--- config.mk ---
export PLATFORM = sky130hd
export DESIGN_NAME = flash_rewrite_ctl
export DESIGN_NICKNAME = d
export VERILOG_FILES = /design/src/rtl/frc_pkg.sv /design/src/rtl/unlock_seq.sv /design/src/rtl/cmd_gate.sv /design/src/rtl/flash_rewrite_ctl.sv
export SDC_FILE = /design/constraint.sdc
export NUM_CORES = 1
export LEC_CHECK = 0
export BUFFER_PORTS_ARGS = -buffer_cell sky130_fd_sc_hd__buf_2
export CAP_MARGIN = 20
export CORE_MARGIN = 4
export CORE_UTILIZATION = 48
export CTS_CLUSTER_SIZE = 24
export DETAILED_ROUTE_END_ITERATION = 8
export PLACE_DENSITY = 0.8
export SLEW_MARGIN = 15
export SYNTH_ARGS = -nofsm -noshare
export SYNTH_HDL_FRONTEND = slang
export SYNTH_HIERARCHICAL = 1
export SYNTH_SLANG_ARGS = --single-unit
--- constraint.sdc ---
create_clock -name clk -period 1.8 [get_ports clk]
set_input_delay 0.09 -clock clk [delete_from_list [all_inputs] [get_ports clk]]
set_output_delay 0.09 -clock clk [all_outputs]
set_load 0.02 [all_outputs]
--- src/rtl/frc_pkg.sv ---
package frc_pkg;
    parameter int B_BUSY = 0;
    parameter int B_RW   = 1;
    parameter int B_OVR  = 2;
    parameter int B_FRST = 3;
    parameter int B_USEL = 5;
    parameter int NGUARD = 2;

    typedef struct packed {
        logic rew;
        logic ovr;
        logic frst;
        logic usel;
    } ctl_t;

    function automatic int guard_pos(input int idx);
        return (idx == 0) ? B_RW : B_OVR;
    endfunction
endpackage

--- src/rtl/unlock_seq.sv ---
module unlock_seq #(
    parameter int REG_W = 8,
    parameter int POS   = 1
) (
    input  logic             clk,
    input  logic             rst_n,
    input  logic             wr,
    input  logic [REG_W-1:0] wdata,
    input  logic             gate,
    input  logic             cond,
    output logic             set_o
);
    localparam logic [REG_W-1:0] MASK = REG_W'(1) << POS;

    typedef struct packed {
        logic             armed;
        logic [REG_W-1:0] word;
    } seq_t;

    seq_t st_d, st_q;

    always_comb begin
        st_d       = st_q;
        st_d.armed = wr && gate && !wdata[POS];
        if (wr) begin
            st_d.word = wdata;
        end
        set_o = st_q.armed && wr && gate && cond && (wdata == (st_q.word | MASK));
    end

    always_ff @(posedge clk or negedge rst_n) begin
        if (!rst_n) begin
            st_q <= '0;
        end else begin
            st_q <= st_d;
        end
    end

    // a completing write must directly follow another write
    assert_set_after_write_R5: assert property (@(posedge clk) disable iff (!rst_n)
        set_o |-> $past(wr));
endmodule

--- src/rtl/cmd_gate.sv ---
module cmd_gate #(
    parameter int AW = 16,
    parameter int DW = 16
) (
    input  logic          clk,
    input  logic          rst_n,
    input  logic          wr,
    input  logic [AW-1:0] addr,
    input  logic [DW-1:0] data,
    input  logic          mode_i,
    output logic          stb_o,
    output logic [AW-1:0] addr_o,
    output logic [DW-1:0] data_o
);
    typedef struct packed {
        logic          stb;
        logic [AW-1:0] addr;
        logic [DW-1:0] data;
    } cmd_t;

    cmd_t st_d, st_q;
    logic accept;

    always_comb begin
        st_d     = st_q;
        accept   = wr && mode_i && !addr[0];
        st_d.stb = accept;
        if (accept) begin
            st_d.addr = addr;
            st_d.data = data;
        end
    end

    always_ff @(posedge clk or negedge rst_n) begin
        if (!rst_n) begin
            st_q <= '0;
        end else begin
            st_q <= st_d;
        end
    end

    assign stb_o  = st_q.stb;
    assign addr_o = st_q.addr;
    assign data_o = st_q.data;

    assert_cmd_even_R9: assert property (@(posedge clk) disable iff (!rst_n)
        stb_o |-> !addr_o[0]);
    assert_cmd_mode_R9: assert property (@(posedge clk) disable iff (!rst_n)
        stb_o |-> $past(mode_i));
endmodule

--- src/rtl/flash_rewrite_ctl.sv ---
module flash_rewrite_ctl
    import frc_pkg::*;
#(
    parameter int REG_W  = 8,
    parameter int CMD_AW = 16,
    parameter int CMD_DW = 16
) (
    input  logic              clk,
    input  logic              rst_n,
    input  logic              reg_wr,
    input  logic [REG_W-1:0]  reg_wdata,
    output logic [REG_W-1:0]  reg_rdata,
    input  logic              nmi_i,
    input  logic              boot_i,
    input  logic              busy_i,
    input  logic              cmd_wr,
    input  logic [CMD_AW-1:0] cmd_addr,
    input  logic [CMD_DW-1:0] cmd_wdata,
    output logic              cmd_stb_o,
    output logic [CMD_AW-1:0] cmd_addr_o,
    output logic [CMD_DW-1:0] cmd_data_o,
    output logic              rewrite_o,
    output logic              lock_ovr_o,
    output logic              flash_rst_o,
    output logic              user_area_o,
    input  logic              erase_lock_i,
    output logic              erase_lock_o
);
    ctl_t st_d, st_q;

    logic [NGUARD-1:0] gate_v;
    logic [NGUARD-1:0] cond_v;
    logic [NGUARD-1:0] set_v;

    assign gate_v[0] = 1'b1;
    assign cond_v[0] = nmi_i;
    assign gate_v[1] = st_q.rew;
    assign cond_v[1] = 1'b1;

    for (genvar g = 0; g < NGUARD; g++) begin : g_guard
        unlock_seq #(
            .REG_W (REG_W),
            .POS   (guard_pos(g))
        ) u_seq (
            .clk   (clk),
            .rst_n (rst_n),
            .wr    (reg_wr),
            .wdata (reg_wdata),
            .gate  (gate_v[g]),
            .cond  (cond_v[g]),
            .set_o (set_v[g])
        );
    end

    always_comb begin
        st_d = st_q;
        if (reg_wr) begin
            if (!reg_wdata[B_RW]) begin
                st_d.rew = 1'b0;
                st_d.ovr = 1'b0;
            end else begin
                if (set_v[0]) begin
                    st_d.rew = 1'b1;
                end
                if (st_q.rew) begin
                    if (!reg_wdata[B_OVR]) begin
                        st_d.ovr = 1'b0;
                    end else if (set_v[1]) begin
                        st_d.ovr = 1'b1;
                    end
                end
            end
            st_d.frst = reg_wdata[B_FRST] ? (st_q.frst | st_q.rew) : 1'b0;
            st_d.usel = reg_wdata[B_USEL];
        end
    end

    always_ff @(posedge clk or negedge rst_n) begin
        if (!rst_n) begin
            st_q <= '0;
        end else begin
            st_q <= st_d;
        end
    end

    cmd_gate #(
        .AW (CMD_AW),
        .DW (CMD_DW)
    ) u_cmd (
        .clk    (clk),
        .rst_n  (rst_n),
        .wr     (cmd_wr),
        .addr   (cmd_addr),
        .data   (cmd_wdata),
        .mode_i (st_q.rew),
        .stb_o  (cmd_stb_o),
        .addr_o (cmd_addr_o),
        .data_o (cmd_data_o)
    );

    always_comb begin
        reg_rdata         = '0;
        reg_rdata[B_BUSY] = !busy_i;
        reg_rdata[B_RW]   = st_q.rew;
        reg_rdata[B_OVR]  = st_q.ovr;
        reg_rdata[B_FRST] = st_q.frst;
        reg_rdata[B_USEL] = st_q.usel;
    end

    assign rewrite_o    = st_q.rew;
    assign lock_ovr_o   = st_q.ovr;
    assign flash_rst_o  = st_q.frst;
    assign user_area_o  = boot_i ? st_q.usel : 1'b1;
    assign erase_lock_o = st_q.ovr | erase_lock_i;

    assert_rw_seq_R3: assert property (@(posedge clk) disable iff (!rst_n)
        $rose(rewrite_o) |-> ($past(reg_wr) && $past(nmi_i) && $past(reg_wdata[B_RW])));
    assert_rw_clear_R4: assert property (@(posedge clk) disable iff (!rst_n)
        (reg_wr && !reg_wdata[B_RW]) |=> (!rewrite_o && !lock_ovr_o));
    assert_ovr_inside_R6: assert property (@(posedge clk) disable iff (!rst_n)
        lock_ovr_o |-> rewrite_o);
    assert_frst_gate_R7: assert property (@(posedge clk) disable iff (!rst_n)
        $rose(flash_rst_o) |-> $past(rewrite_o));
endmodule

==> After elaboration in Yosys (flattened, before gate mapping) <==
Cells that the tools add are included.
Widths: inputs -> output; s select.
{ "op_classes": {"n_eq_ne": 5, "mux": 7, "n_bitwise": 2, "reduce_logical": 17} }
{ "op_table": {"columns": ["op", "n"], "rows": [
  ["$eq 8x8->1", 2],
  ["$logic_and 1x1->1", 11],
  ["$mux 1", 6],
  ["$logic_not 1->1", 4],
  ["$ne 2x1->1 const B", 2],
  ["$ne 3x2->1 const B", 1],
  ["$reduce_and 3->1", 1],
  ["$mux 2", 1],
  ["$or 1x1->1", 2],
  ["$reduce_and 2->1", 1]
]} }
{ "totals": {"reg_bits": 47, "in_bits": 48} }

==> Longest topological paths before layout <==
Gate-level depths: netlist (run 1).
{ "depth": {"depth_word": 7, "ltp_mapped": 6, "mapped_depth_nobuf": 5} }

==> Cells and area by module <==
The synthesis (run 1) kept the hierarchy.
{ "modules_own_cells": {"columns": ["mod", "n_inst", "cells_each", "area_each_um2", "seq_area_each_um2"], "rows": [
  ["cmd_gate", 1, 70, 1343.8, 825.8],
  ["unlock_seq", 2, 30, 379.1, 200.2],
  ["flash_rewrite_ctl", 1, 26, 239.0, 100.1]
]} }

==> Worst setup path after synthesis (run 1) <==
OpenSTA, ideal clock, no wires.
{ "synth_path": {"path_kind": "register to register", "from": "register g_guard[1].u_seq/st_q[0] (netlist name)", "to": "register st_q, in the netlist lock_ovr_o", "t_arrival_ns": 1.220, "t_required_ns": 1.699, "path_slack_ns": 0.480, "stages_incl_launch_ff": 6, "period_less_slack_ns": 1.320, "path_cell_list": "dfrtp_1 -> xor2_1 -> nor4_1 -> and3_1 -> a21oi_2 -> o32ai_1"} }
{ "synth_via": {"elab_chain_len": 4} }
{ "synth_lines": {"columns": ["element", "line_no", "source"], "rows": [
  ["start: declaration", "unlock_seq.sv:20", "seq_t st_d, st_q;"],
  ["start signal: assignment", "unlock_seq.sv:35", "st_q <= st_d;"],
  ["$eq 8x8->1", "unlock_seq.sv:28", "set_o = st_q.armed && wr && gate && cond && (wdata == (st_q.word | MASK));"],
  ["$logic_and 1x1->1", "unlock_seq.sv:28", null],
  ["via set_v[1]", "flash_rewrite_ctl.sv:33", "logic [NGUARD-1:0] set_v;"],
  ["$ne 3x2->1 (no line)", null, null],
  ["$reduce_and 3->1 (no line)", null, null],
  ["end signal: assignment", "flash_rewrite_ctl.sv:82", "st_q <= st_d;"],
  ["end: declaration", "flash_rewrite_ctl.sv:29", "ctl_t st_d, st_q;"]
]} }
The timed path passes the listed nets, and every way through them passes these cells.
A chain may end at the register's enable or synchronous reset.

==> Final worst setup path (run 1) <==
Same ends and word-level chain as after synthesis.

==> results of run 1 <==
[metrics by stage]
step / setup WS (ns) / instance area [µm²]
final: 0.3468 / 2990
after global routing: 0.2416 / 2990
after CTS: 0.3359 / 2960
after detailed placement: 0.3469 / 2860
after global placement: 0.4226 / 2860
after floorplan: 0.4796 / 2352
[cells by family after synthesis]
| family | Yosys count |
|---|---|
| flip-flops | 53 |
| multiplexers | 47 |
| AND/OR/NAND/NOR | 18 |
| buffers and inverters | 16 |
| XOR/XNOR | 14 |
| AO/OA/AOI/OAI | 6 |
| other | 2 |
[worst paths after layout]
kind,end,cells past startpoint,slack (ns),from
max,lock_ovr_o,5,0.35,g_guard[1].u_seq/st_q[0]
min,u_cmd/addr_o[4],2,0.02,cmd_addr[4]
max reg2reg,lock_ovr_o,5,0.35,g_guard[1].u_seq/st_q[0]
min reg2reg,u_cmd/data_o[11],1,0.51,u_cmd/data_o[11]
max in group asynchronous,u_cmd/addr_o[3],3,0.93,rst_n
min in group asynchronous,g_guard[0].u_seq/st_q[7],2,0.32,rst_n
[worst max-delay path, cell delays in order, from the launching register on]
cell	delay [ns]
dfrtp_1	0.39
xor2_1	0.16
nor4_1	0.29
and3_1	0.21
a21oi_2	0.05
o32ai_1	0.26
[routing by layer]
layer	vias up	global-route usage (%)	wire length [µm]
li1	713	-	-
met1	691	20.62	1865
met2	71	24.06	2077
met3	4	6.381	421
met4	0	5.160	30
met5	-	0	0
[cells in the final DEF (no fill, tap or decap), drive strengths merged]
master / n
mux2i: 1
nand3b: 1
or2: 1
nand3: 2
xor2: 14
nor3: 2
inv: 5
and3: 2
mux2: 46
dlygate4sd3: 5
conb: 5
dfrtp: 53
buf: 95
nor4: 2
clkbuf: 8
nand2b: 1
o32ai: 1
and2: 1
nor2: 4
nand2: 2
a21oi: 5
[registers in the layout (all words and copies together), names as in the netlist]
signal and flops:
rewrite_o 1, u_cmd/stb_o 1, flash_rst_o 1, lock_ovr_o 1
g_guard.u_seq/st_q 16, u_cmd/addr_o 16, u_cmd/data_o 16, reg_rdata 1
[area by class of cell]
cell class	count	area (µm²)
inverters	5	18.77
well taps	67	83.83
multi-input cells	90	918.4
clock buffers	8	80.08
repair buffers	100	563.0
fillers	382	1733
flip-flops and latches	53	1326
[power groups by stage]
stage | Combinational (µW) | Sequential, µW | Clock (µW)
5_1_grt | 243 | 1250 | 707
6_report | 215 | 1250 | 624
4_1_cts | 214 | 1250 | 652
3_5_place_dp | 210 | 1270 | 0
3_3_place_gp | 205 | 1270 | 0
2_1_floorplan | 99.9 | 1270 | 0
==> impl_metrics.tcl, run 1 <==
set metrics [dict create \
    status "completed" \
    cts_made_buffers 5 \
    yosys.area.top_type "dfrtp_1" \
    drc 0 \
    slew_viol_final 0 \
    htree_num_levels 2 \
    hold_ws_ns 0.01571 \
    wirelength_um 4395 \
    finClkSkew_ns 0.01104 \
    synth_seq_cells 53 \
    dr.pass1.iters 4 \
    synthToLayoutAreaGrowth_pct 27.74 \
    worstMarginPinSlew_ns 0.5637 \
    dr_total_vias 1479 \
    avgSynthCellArea_um2 15.01 \
    critPathRequiredTime_ns 2.01 \
    cp-start-kind "register" \
    setup_viol 0 \
    ys_seq_area_share_pct 56.65 \
    fin_setup_tns_ns 0 \
    rsz0062_at_grt "false" \
    cts_buffer_depth 2 \
    wl_per_cell_um 13.61 \
    pwr-share-seq_pct 59.8 \
    core_area_um2 4723 \
    synth_mux_area_share_pct 27.04 \
    dp.cells 310 \
    path_clk_slew_ns 0.09 \
    ant_nets 0 \
    n_antenna_cell 0 \
    dieArea_um2 6058 \
    p_per_area_nw_per_um2 697.6 \
    initial_core_util_pct 49.56 \
    globalplace.congestion 0.7711 \
    cts-root-buf "clkbuf_8" \
    p_int_uw 1614 \
    synth_commonest_cells "53 x dfrtp_1, 28 x mux2_4, 18 x mux2_2, 14 x xor2_1, 6 x buf_4" \
    port_buffers 90 \
    post-route-util_pct 63.31 \
    hold_class "in -> reg" \
    rows 25 \
    slew_headroom_pct 62.42 \
    via_per_inst 4.579 \
    grt_use_total_pct 15.84 \
    synth_edf_count 0 \
    leakagePower_uw 0.001730 \
    die_y_um 77.84 \
    p_comb_share_pct 10.3 \
    fin_nets 303 \
    cts_tree "yes" \
    vdd_drop_max_uv 392.9 \
    p_sw_uw 472.2 \
    synth_top_family_by_area "multiplexers" \
    pwr-share-clk_pct 29.9 \
    stdcell_count 323 \
    cts_setup_buffers 0 \
    crit_fanout 2 \
    grt-ovfl-total 0 \
    p_total_uw 2086 \
    drive_gt1_share_pct 58.20 \
    fin_crit_sh_pct 80.74 \
    die_w_um 77.84 \
    synthCells 156 \
    cts.sinks 53 \
    io_pins 94 \
    grt_pass1_vias 1544 \
    grt_max_degree 30 \
    path_class "reg -> reg" \
    fmax_ghz 0.6881 \
    drtIter0Drc 41 \
    synth_fa_ha_area_share_pct 0 \
    end_kind "register" \
    antenna_found_initial 0 \
    synth_top_flop_cell "dfrtp_1" \
    synth_xor_area_share_pct 5.238 \
    maxCapViolations 0 \
    cts_resized 0 \
    fin_crit_ns 1.453 \
    synth_most_common_cell "dfrtp_1" \
    netlist_area_um2 2341 \
    synth_compound_area_share_pct 1.603 \
    switching_share_pct 22.63 \
    crit_arrival_ns 1.66 \
    synth_area_leaders "dfrtp_1 57%, mux2_4 18%, mux2_2 8.7%, xor2_1 5.2%, buf_4 1.9%" \
    hold_violations 0 \
    worstSkewPairLatency_ns 0.30 \
    yosysWarnings 6 \
    synth_top_area_share_pct 56.65 \
    cts_hold_buf 2 \
    grt_first_pass_wirelength_um 7472 \
    synthSimpleGateAreaFrac_pct 4.543 \
    async_reset_ff_share_pct 100.0 \
    ys_types 23 \
    post-dp-hpwl_um 3312 \
]
Power figures use the tool's default switching activity.
==> inputs of run 2 (changes only) <==
==> constraint.sdc (replaced) <==
create_clock -name clk -period 1.4 [get_ports clk]
set_input_delay 0.07 -clock clk [delete_from_list [all_inputs] [get_ports clk]]
set_output_delay 0.07 -clock clk [all_outputs]
set_load 0.02 [all_outputs]
==> run 2 against run 1 <==
Die area unchanged. Via count rose by 9.8%. Cell area is 8.2% higher. Flip-flop and latch count is the same. Power is 32% higher. Combinational power rose by 52%. Register-to-register slack worse by 0.31 ns. Critical path depth unchanged. Critical endpoint unchanged. Non-clock buffer count grew 24. Fmax grew 6.6%. Clock skew is 0.0012 ns higher. Count of clock-buffer cells in the layout down 2. Critical path type unchanged.
==> impl_metrics.tcl, run 2 (same netlist as run 1, synthesis figures left out) <==
set metrics [dict create \
    finClkSkew_ns 0.01227 \
    grt_max_degree 36 \
    fin_nets 327 \
    dr.pass1.iters 2 \
    io_pins 94 \
    cp_slowest_cell "dfrtp_1" \
    setup_viol 0 \
    n_antenna_cell 0 \
    cts-root-buf "clkbuf_8" \
    port_buffers 90 \
    crit_arrival_ns 1.58 \
    ff_latch_area_um2 1328 \
    crit_fanout 2 \
    cts_buffer_depth 2 \
    dr_total_vias 1624 \
    post-route-util_pct 68.48 \
    core_area_um2 4723 \
    r2r-end "lock_ovr_o" \
    worstRegToRegCells 5 \
    cts_made_buffers 5 \
    drive_gt1_share_pct 55.71 \
    synthToLayoutAreaGrowth_pct 38.16 \
    ant_nets 0 \
    post-dp-hpwl_um 3275 \
    path_cells "xor2_1 -> nor4_1 -> and3_1 -> a21oi_2 -> o32ai_2" \
    hold_ws_ns 0.007082 \
    antenna_found_initial 0 \
    p_per_area_nw_per_um2 848.8 \
    p_total_uw 2745 \
    whs_path_depth 2 \
    via_per_inst 4.680 \
    startpoint "g_guard[1].u_seq/st_q[7]" \
    fill_cells 348 \
    layout_commonest_cell "buf_2" \
    multi_input_area_um2 925.9 \
    max_stage_delay_ns 0.39 \
    cts_setup_buffers 0 \
    wl_per_cell_um 14.61 \
    cts.sinks 53 \
    worstSkewPairLatency_ns 0.30 \
    worstHoldEndpoint "u_cmd/data_o[11]" \
    grt-ovfl-total 0 \
    cp-start-kind "register" \
    rr_startpoint "g_guard[1].u_seq/st_q[7]" \
    end_kind "register" \
    slew_viol_final 0 \
    die_y_um 77.84 \
    globalplace.congestion 0.7441 \
    drc 0 \
    grt_use_total_pct 17.41 \
    htree_num_levels 2 \
    final_cell_mix "90 x buf_2, 52 x dfrtp_1, 28 x mux2_4" \
    ff2ff_setup_slack_ns 0.04 \
    path_clk_slew_ns 0.10 \
    grt_pass1_vias 1741 \
    cts_tree "yes" \
    wirelength_um 5069 \
    grt_first_pass_wirelength_um 8238 \
    initial_core_util_pct 49.56 \
    die_w_um 77.84 \
    rows 25 \
    critPathRequiredTime_ns 1.62 \
    fmax_ghz 0.7335 \
    vdd_drop_max_uv 406.5 \
    rsz0062_at_grt "true" \
    dieArea_um2 6058 \
    fin_crit_sh_pct 97.38 \
    hold_violations 0 \
    drtIter0Drc 54 \
    min_from "cmd_wdata[11]" \
    maxCapViolations 0 \
    hold_class "in -> reg" \
    leakagePower_uw 0.001836 \
    status "completed" \
    fin_crit_ns 1.363 \
    path_class "reg -> reg" \
]
[run 2: area by class of cell]
cell class / instances / share of cell area (%)
Clock inverter: 2 / 0.3095
Sequential cell: 53 / 41.04
Clock buffer: 6 / 2.244
Tap cell: 67 / 2.592
Timing Repair Buffer: 124 / 24.60
Multi-Input combinational cell: 90 / 28.63
Inverter: 5 / 0.5803
[run 2: through the flow]
stage / setup WS, ns / cells / cell area, µm² / TNS, ns
after floorplan: 0.07956 / 159 / 2352 / 0
after global placement: 0.008304 / 313 / 2883 / 0
after detailed placement: 0.0006257 / 313 / 2883 / 0
after CTS: -0.001821 / 347 / 3226 / -0.001821
after global routing: -0.06707 / 347 / 3234 / -0.06707
final: 0.03671 / 347 / 3234 / 0
[run 2: repair_timing]
item                                   in CTS  in global routing
hold buffers                               26                  0
setup endpoints to repair                   1                 21
endpoints found under the hold margin      43                  0
pin swaps                                   5                  4
gates resized for setup                     0                  2
[run 2: worst max-delay path by stage]
stage	depth (start not counted)	slack (ns)	end
2_1_floorplan	5	0.08	lock_ovr_o
3_3_place_gp	5	0.008	lock_ovr_o
3_5_place_dp	5	0.0006	lock_ovr_o
4_1_cts	5	-0.002	lock_ovr_o
5_1_grt	5	-0.07	lock_ovr_o
6_report	5	0.04	lock_ovr_o
[run 2: routing by layer]
layer	track usage [%]	vias up	routed length [µm]
met3	5.452	13	442
met1	21.85	779	2118
met2	27.74	72	2384
met5	0	-	0
li1	-	760	-
met4	7.295	0	123
[run 2: worst max-delay path: cells and delay by family (launching register included)]
family | cells | cell delay [ns]
compound gates | 2 | 0.30
xor+xnor | 1 | 0.14
flops | 1 | 0.39
simple gates | 2 | 0.46
[run 2: where the power goes]
group          switching [µW]  internal [µW]  total, µW
clock network             467            348        815
registers                27.9           1580       1600
logic                     143            184        327
total                     638           2110       2750
